==> config.mk <==
export PLATFORM = sky130hd
export DESIGN_NAME = predec_store_seq
export DESIGN_NICKNAME = d
export VERILOG_FILES = /design/src/rtl/pse_pkg.sv /design/src/rtl/pse_pick_high.sv /design/src/rtl/pse_addr_step.sv /design/src/rtl/predec_store_seq.sv
export SDC_FILE = /design/constraint.sdc
export NUM_CORES = 1
export LEC_CHECK = 0
export ABC_AREA = 0
export BUFFER_PORTS_ARGS = -buffer_cell sky130_fd_sc_hd__buf_2
export CAP_MARGIN = 5
export CORE_AREA = 5 5 247 249
export CTS_BUF_LIST = sky130_fd_sc_hd__clkbuf_8
export DETAILED_ROUTE_END_ITERATION = 6
export DIE_AREA = 0 0 252 254
export GPL_TIMING_DRIVEN = 0
export PLACE_DENSITY_LB_ADDON = 0.08
export SLEW_MARGIN = 20
export SYNTH_ARGS = -nofsm -noshare
export SYNTH_HDL_FRONTEND = slang
export SYNTH_SLANG_ARGS = --single-unit
==> constraint.sdc <==
create_clock -name clk -period 16.6 [get_ports clk]
set_input_delay 2.49 -clock clk [delete_from_list [all_inputs] [get_ports clk]]
set_output_delay 2.49 -clock clk [all_outputs]
set_load 0.01 [all_outputs]
==> src/rtl/pse_pkg.sv <==
package pse_pkg;
  typedef enum logic [1:0] {
    ST_IDLE = 2'd0,
    ST_RUN  = 2'd1,
    ST_WB   = 2'd2
  } pse_state_e;
endpackage

==> src/rtl/pse_pick_high.sv <==
// Selects the highest set bit of a request vector.
module pse_pick_high #(
  parameter int N = 16,
  localparam int IW = $clog2(N)
) (
  input  logic [N-1:0]  req,
  output logic [IW-1:0] idx,
  output logic          any
);
  always_comb begin
    idx = '0;
    for (int i = 0; i < N; i++) begin
      if (req[i]) idx = IW'(i);
    end
  end
  assign any = |req;
endmodule

==> src/rtl/pse_addr_step.sv <==
// One predecrement step: long moves by 4, word by 2.
module pse_addr_step #(
  parameter int AW = 32
) (
  input  logic [AW-1:0] cur,
  input  logic          lng,
  output logic [AW-1:0] nxt
);
  localparam logic [AW-1:0] STEP_L = AW'(4);
  localparam logic [AW-1:0] STEP_W = AW'(2);
  assign nxt = cur - (lng ? STEP_L : STEP_W);
endmodule

==> src/rtl/predec_store_seq.sv <==
module predec_store_seq #(
  parameter int DW   = 32,
  parameter int NREG = 16,
  localparam int IW  = $clog2(NREG),
  localparam int BW  = $clog2(NREG / 2)
) (
  input  logic               clk,
  input  logic               rst_n,
  input  logic               cmd_valid,
  output logic               cmd_ready,
  input  logic [NREG-1:0]    cmd_mask,
  input  logic [BW-1:0]      cmd_base,
  input  logic               cmd_long,
  input  logic [NREG*DW-1:0] cmd_regs,
  output logic               wr_valid,
  input  logic               wr_ready,
  output logic [DW-1:0]      wr_addr,
  output logic [DW-1:0]      wr_data,
  output logic               wr_long,
  output logic               wb_valid,
  output logic [BW-1:0]      wb_reg,
  output logic [DW-1:0]      wb_data
);
  import pse_pkg::*;

  localparam int HW = DW / 2;
  localparam logic [DW-1:0] STEP_L = DW'(4);
  localparam logic [DW-1:0] STEP_W = DW'(2);

  pse_state_e           state_q;
  logic [NREG-1:0]      mask_q;
  logic [BW-1:0]        base_q;
  logic                 long_q;
  logic [DW-1:0]        cur_q;
  logic [DW-1:0]        snap_q [NREG];

  logic [IW-1:0]        pick_idx;
  logic                 pick_any;
  logic [DW-1:0]        base_dec;
  logic [DW-1:0]        pick_val;
  logic [NREG-1:0]      mask_left;
  logic                 accept;
  logic                 beat;
  logic [IW-1:0]        base_idx;

  assign base_idx = {1'b1, base_q};

  pse_pick_high #(.N(NREG)) u_pick (
    .req (mask_q),
    .idx (pick_idx),
    .any (pick_any)
  );

  // Running address step
  pse_addr_step #(.AW(DW)) u_step_run (
    .cur (cur_q),
    .lng (long_q),
    .nxt (wr_addr)
  );

  // Value stored for the base register itself
  pse_addr_step #(.AW(DW)) u_step_base (
    .cur (snap_q[base_idx]),
    .lng (long_q),
    .nxt (base_dec)
  );

  assign cmd_ready = (state_q == ST_IDLE);
  assign accept    = cmd_valid && cmd_ready;
  assign wr_valid  = (state_q == ST_RUN) && pick_any;
  assign beat      = wr_valid && wr_ready;
  assign wr_long   = long_q;

  always_comb begin
    pick_val = (pick_idx == base_idx) ? base_dec : snap_q[pick_idx];
    wr_data  = long_q ? pick_val : {{(DW - HW){1'b0}}, pick_val[HW-1:0]};
    mask_left = mask_q;
    mask_left[pick_idx] = 1'b0;
  end

  assign wb_valid = (state_q == ST_WB);
  assign wb_reg   = base_q;
  assign wb_data  = cur_q;

  // Register snapshot, data path only
  always_ff @(posedge clk) begin
    if (accept) begin
      for (int i = 0; i < NREG; i++) snap_q[i] <= cmd_regs[i*DW +: DW];
    end
  end

  always_ff @(posedge clk or negedge rst_n) begin
    if (!rst_n) begin
      state_q <= ST_IDLE;
      mask_q  <= '0;
      base_q  <= '0;
      long_q  <= 1'b0;
      cur_q   <= '0;
    end else begin
      unique case (state_q)
        ST_IDLE: begin
          if (cmd_valid) begin
            mask_q  <= cmd_mask;
            base_q  <= cmd_base;
            long_q  <= cmd_long;
            cur_q   <= cmd_regs[(NREG/2 + int'(cmd_base))*DW +: DW];
            state_q <= (|cmd_mask) ? ST_RUN : ST_IDLE;
          end
        end
        ST_RUN: begin
          if (beat) begin
            mask_q <= mask_left;
            cur_q  <= wr_addr;
            if (mask_left == '0) state_q <= ST_WB;
          end
        end
        ST_WB:   state_q <= ST_IDLE;
        default: state_q <= ST_IDLE;
      endcase
    end
  end

  AST_ORDER_DESC: assert property (@(posedge clk) disable iff (!rst_n)
    beat |=> (!wr_valid || pick_idx < $past(pick_idx)));

  AST_ADDR_STEP: assert property (@(posedge clk) disable iff (!rst_n)
    beat |=> (!wr_valid || wr_addr == $past(wr_addr) - (wr_long ? STEP_L : STEP_W)));

  AST_WR_HOLD: assert property (@(posedge clk) disable iff (!rst_n)
    (wr_valid && !wr_ready) |=> (wr_valid && $stable(wr_addr) && $stable(wr_data)));

  AST_WB_PULSE: assert property (@(posedge clk) disable iff (!rst_n)
    wb_valid |=> (!wb_valid && cmd_ready));

  AST_WB_LAST_ADDR: assert property (@(posedge clk) disable iff (!rst_n)
    wb_valid |-> (wb_data == $past(wr_addr) && !wr_valid));

  AST_BUSY_NO_CMD: assert property (@(posedge clk) disable iff (!rst_n)
    (wr_valid || wb_valid) |-> !cmd_ready);
endmodule

Yosys cells after proc, flatten, opt, wreduce, memory -nomap -nowiden
Memories as Yosys holds them, arrays and structs flattened.
Cells that the tools add are included.
{"block": "totals", "ff_bits": 54, "ram_bits": 512, "inputBits": 536, "out_inout_bits": 103, "memories": 1}
{"block": "classes", "n_addsub": 3, "order_cmp": 2, "eq_ne": 6, "shift": 1, "mux": 33, "bitwise_logic": 2, "n_reduce_logical": 12}
{"memory": "snap_q", "words": 16, "word_bits": 32, "read_ports": 2, "rd_ports_with_merged_regs": 0, "write_ports": 16, "line_no": "predec_store_seq.sv:35", "rtl": "logic [DW-1:0] snap_q [NREG];"}
{"cell": "512-bit by 11-bit variable part select with 32-bit output", "n": 1}
{"cell": "32-bit two-way mux", "n": 4}
{"cell": "32-bit case mux with 2 select lines", "n": 1}
{"cell": "32-bit subtractor", "n": 2}
{"cell": "16-bit two-way mux", "n": 2}
{"cell": "4-bit two-way mux", "n": 8}
{"cell": "16-bit case mux with 2 select lines", "n": 1}
{"cell": "16-bit OR reduction", "n": 2}
{"cell": "16-bit AND", "n": 1}
{"cell": "16-bit zero test", "n": 1}
{"cell": "16-bit NOT", "n": 1}
{"cell": "3-bit two-way mux", "n": 5}
{"cell": "2-bit two-way mux", "n": 5}
{"cell": "3-bit AND reduction", "n": 2}
{"cell": "4-bit by 3-bit adder with 5-bit output (first input constant)", "n": 1}
{"cell": "4-bit by 5-bit < comparator with 1-bit output (second input constant)", "n": 1}
{"cell": "1-bit two-way mux", "n": 5}
{"cell": "1-bit demux with 4-bit select", "n": 1}
{"cell": "4-bit equality test", "n": 1}
{"cell": "4-bit by 1-bit >= comparator with 1-bit output (second input constant)", "n": 1}
{"cell": "1-bit logical AND", "n": 4}
{"cell": "2-bit inequality test (second input constant)", "n": 2}
{"cell": "2-bit case mux with 2 select lines", "n": 1}
{"cell": "2-bit by 1-bit equality test with 1-bit output (second input constant)", "n": 1}
{"cell": "other kinds (5)", "n": 5}

Depth between registers and ports, before layout
{"block": "depth", "depth_word": 25, "depth_mapped": 15}

Cells and area by module
Synthesis repeated with hierarchy kept, for this count alone.
{"block": "unflattened", "cells_unflattened": 1561, "area_unflattened_um2": 27677.8}
{"mod": "predec_store_seq", "instances": 1, "cells_each": 1353, "area_each_um2": 26201.4}
{"mod": "pse_addr_step", "instances": 2, "cells_each": 90, "area_each_um2": 653.1}
{"mod": "pse_pick_high", "instances": 1, "cells_each": 28, "area_each_um2": 170.2}

Worst setup path before layout
OpenSTA, ideal clock, no wires.
{"block": "synth_path", "path_type": "input to register", "startpoint": "input cmd_valid", "endpoint": "memory snap_q[0][0], enable pin", "setup_ns": 1.077, "arrival_time_ns": 16.846, "setup_slack_ns": -1.323, "path_stages": 3, "n_path_buf": 2, "cell_sequence": "and2_1 clkbuf_1 clkbuf_1"}
{"item": "start, declared", "line_no": "predec_store_seq.sv:9", "rtl": "input logic cmd_valid,"}
{"item": "end, declared", "line_no": "predec_store_seq.sv:35"}

Worst setup path after layout
{"block": "layout_path", "startpoint": "register base_q[1], in the netlist wb_reg[1]", "endpoint": "output wr_data[21]"}
{"block": "layout_via", "elab_chain_cells": 4, "word_cells_on_any_way": 5, "classes_between": "1 x add/sub; 1 x eq/ne; 2 x mux; 1 x memory"}
{"item": "start, declared", "line_no": "predec_store_seq.sv:32", "rtl": "logic [BW-1:0] base_q;"}
{"item": "start signal, assigned", "line_no": "predec_store_seq.sv:104", "rtl": "base_q <= cmd_base;"}
{"item": "memory 16 x 32 bit"}
{"item": "32-bit subtractor", "line_no": "pse_addr_step.sv:11", "rtl": "assign nxt = cur - (lng ? STEP_L : STEP_W);"}
{"item": "32-bit two-way mux *", "line_no": "predec_store_seq.sv:75", "rtl": "pick_val = (pick_idx == base_idx) ? base_dec : snap_q[pick_idx];"}
{"item": "32-bit two-way mux *", "line_no": "predec_store_seq.sv:76", "rtl": "wr_data = long_q ? pick_val : {{(DW - HW){1'b0}}, pick_val[HW-1:0]};"}
{"item": "end, declared", "line_no": "predec_store_seq.sv:18", "rtl": "output logic [DW-1:0] wr_data,"}
Every way passes the cells marked *; elsewhere a longest branch is shown, timed or not.

==> run summary <==
Status - completed
Flop pwr share - 26.0%
Post-synth EDFFs - 512
CTS buffer count - 99
Met3 usage - 10.4%
Internal Pwr Total - 3770 uW
Fin. Hold Viols - 0
Max IR drop VDD - 0.180 mV
Min Tclk post-route - 10.59 ns
Asr flop ratio synth - 9.54%
Row count - 89
Sink Count - 566
Average size of a mapped cell - 13.0 sq um
Met2 Use GR - 63.9%
PD cells - 224 nW/um^2
Clock-pin slew of the registers on the worst-case setup and hold paths - 0.06 ns
DRT antenna net count - 0
Critical Path End Type - primary output
Register area share after synthesis - 60.3%
Die H - 254 microns
First-pass GRT wire length - 182000 microns
Max frequency - 0.0945 GHz
P_leak - 0.0131 uW
Largest buffer count on any clock path - 3
Final Cycle Share - 63.8%
Post-Layout Cell Count - 3752
Routed WL - 135000 microns
Worst Clk Skew - 0.0271 ns
P_sw - 3870 uW
Setup Crit Path Kind - reg2out
Vias in the first global route - 24300
Drt first-iter violations - 3404
Hold_buf cts - 0
Yosys warns - 0
Largest register FFs - 512
Critical path arrival - 8.10 ns
Total Routing Usage GR - 40.8%
Starting density of the core - 47.4%
Syn_nets - 2671
Yosys reg bits - 566
Met1 Use GR - 51.6%
Grt peak-use layer - met2
Synth Cell Area - 27700 sq um
IO Port Bufs - 635
CTS tree - built
DRT Pass-1 Iters - 7
Post-detail-place hpwl - 101000 microns
Largest net degree at the start of global routing - 103
Routed vias/inst - 6.60
Setup Viol. Count Final - 0
Htree depth - 3
Clk Latency, worst-skew pair - 0.74 ns
Die width - 252 microns
WL per Instance - 36.0 microns
Top reg by flops - snap_q
Die area - 64000 sq um
Slew margin rel. - 15.9%
Routability cong. - 0.996
Share of total power in combinational logic - 56.7%
GRT overflow - 0
Clk pwr share - 17.3%
Netlist cell types - 83
Switching part of the total - 50.6%
Root buffer cell - clkbuf_8
CP required - 14.11 ns
Post-CTS Setup Inserts - 0
# resized after CTS - 0
Crit start category - flip-flop
DRC viols - 0
Initial antenna violation count - 22
Via count - 24800
Worst-Margin Slew - 1.26 ns
Placed insts - 3547
Layout area overhead - 23.3%
Core Box Area - 58500 sq um
Layout cell share with drive strength beyond 1 - 34.0%
Post-Syn Instances - 2129
Fin Setup TNS - 0 ns
Worst Hold Class - reg2reg
Boundary Pins - 639
Unrepaired setup endpoints after global routing - false
FILL cells - 4956
Slew Viols, Final - 0
Max_cap viols - 0
NumNets Final - 3417
Dominant synthesized flop cell - edfxtp_1
Crit Path Max Fanout - 10
## logic make-up after synthesis
| group | count (synthesis) | synth area share [%] |
|---|---|---|
| DFF | 566 | 60.3 |
| xor gates and xnor gates | 55 | 1.74 |
| muxes | 233 | 14.0 |
| and+or+nand+nor | 676 | 10.9 |
| AOI/OAI and AO/OA | 434 | 10.3 |
| adders and majority gates | 6 | 0.325 |
| buffers and inverters | 159 | 2.35 |
## cells in the mapped netlist (all sizes together) (48+ instances only)
master / instances / share of area (%)
edfxtp: 512 / 55
dfrtp: 54 / 4.9
nor2: 102 / 1.4
nand3: 73 / 1.3
o21ai: 77 / 1.4
nand2: 362 / 4.9
buf: 48 / 0.85
mux2i: 91 / 3.3
clkbuf: 94 / 1.3
mux4: 121 / 9.8
o22ai: 56 / 1.3
a21oi: 115 / 2.1
## path summary, 6_finish.rpt
path | from | end | slack [ns] | cells after the start
setup / recovery | wb_reg[1]$_DFFE_PN0P_ | wr_data[21] | 6.01 | 16
hold / removal | wb_data[7]$_DFFE_PN0P_ | wb_data[7]$_DFFE_PN0P_ | 0.57 | 2
setup reg to reg | mask_q[11]$_DFFE_PN0P_ | mask_q[9]$_DFFE_PN0P_ | 11.69 | 11
hold reg to reg | wb_data[7]$_DFFE_PN0P_ | wb_data[7]$_DFFE_PN0P_ | 0.57 | 2
max in group asynchronous | rst_n | wb_reg[2]$_DFFE_PN0P_ | 14.26 | 1
min in group asynchronous | rst_n | wb_data[20]$_DFFE_PN0P_ | 1.84 | 1
## cell type report
class	instances	area [sq um]	share of cell area, %
sequential	566	16700	48.9
multi-input combinational	1404	10400	30.3
timing repair buffer	645	3380	9.89
clock buffer	101	1390	4.07
tap	773	967	2.83
buffer	142	627	1.83
clock inverter	84	606	1.77
inverter	17	63.8	0.187
antenna	20	50.0	0.146
## placed cells by master, fill, tap and decap left out, types with 21 or more instances in the layout
master	Yosys	final
clkbuf_8	0	102
mux4_2	121	121
a21oi_1	114	114
edfxtp_1	512	512
a31oi_1	27	27
nand3_1	73	73
clkbuf_1	94	82
nor3_1	38	38
o21ai_0	65	65
xnor2_1	28	28
o22ai_1	56	56
inv_1	16	38
dfrtp_1	54	54
nand2_1	362	362
mux2i_1	91	91
nor2_1	102	100
a221oi_1	29	29
mux2_2	21	21
clkinv_1	1	21
buf_2	23	667
clkinv_2	0	24
nand4_1	22	22
xor2_1	27	27
## critical path: stages (launching register included)
cell      delay, ns
dfrtp_1        0.36
buf_2          0.26
buf_1          0.79
clkbuf_1       0.90
buf_2          0.57
buf_1          0.87
mux4_2         0.43
mux2i_1        0.18
ha_1           0.23
fa_1           0.32
and2_1         0.16
nand4_1        0.28
nor4b_4        0.93
nand3_1        0.25
xnor2_1        0.22
o21ai_1        0.38
buf_2          0.22
## power by group through the flow
stage | Sequential [uW] | Combinational, uW | Clock (uW)
finish | 1980 | 4330 | 1320
global route | 2000 | 4410 | 1390
CTS | 1980 | 4170 | 1320
detailed placement | 2000 | 4150 | 0
global placement | 2080 | 4100 | 0
floorplan | 2020 | 2170 | 0
## layer usage
| layer | part of all wire (%) | wire [microns] | vias up |
|---|---|---|---|
| li1 | - | - | 9896 |
| met2 | 46 | 62300 | 2044 |
| met1 | 35 | 47600 | 12400 |
| met4 | 6.9 | 9380 | 10 |
| met5 | 0.057 | 77 | - |
| met3 | 12 | 15900 | 454 |
## stage by stage
| step | total power [uW] | hold WS, ns | setup WS, ns | util, % | cell area, sq um |
|---|---|---|---|---|---|
| finish | 7640 | 0.569 | 6.01 | 58.5 | 34200 |
| detailed placement | 6150 | 0.548 | 7.12 | 54.9 | 32100 |
| global placement | 6180 | 0.542 | 3.82 | 54.5 | 31900 |
| global route | 7800 | 0.593 | 6.05 | 58.4 | 34200 |
| floorplan | 4190 | 0.482 | 6.58 | - | 27700 |
| CTS | 7470 | 0.569 | 6.32 | 58.3 | 34100 |
Power figures use the tool's default switching activity.
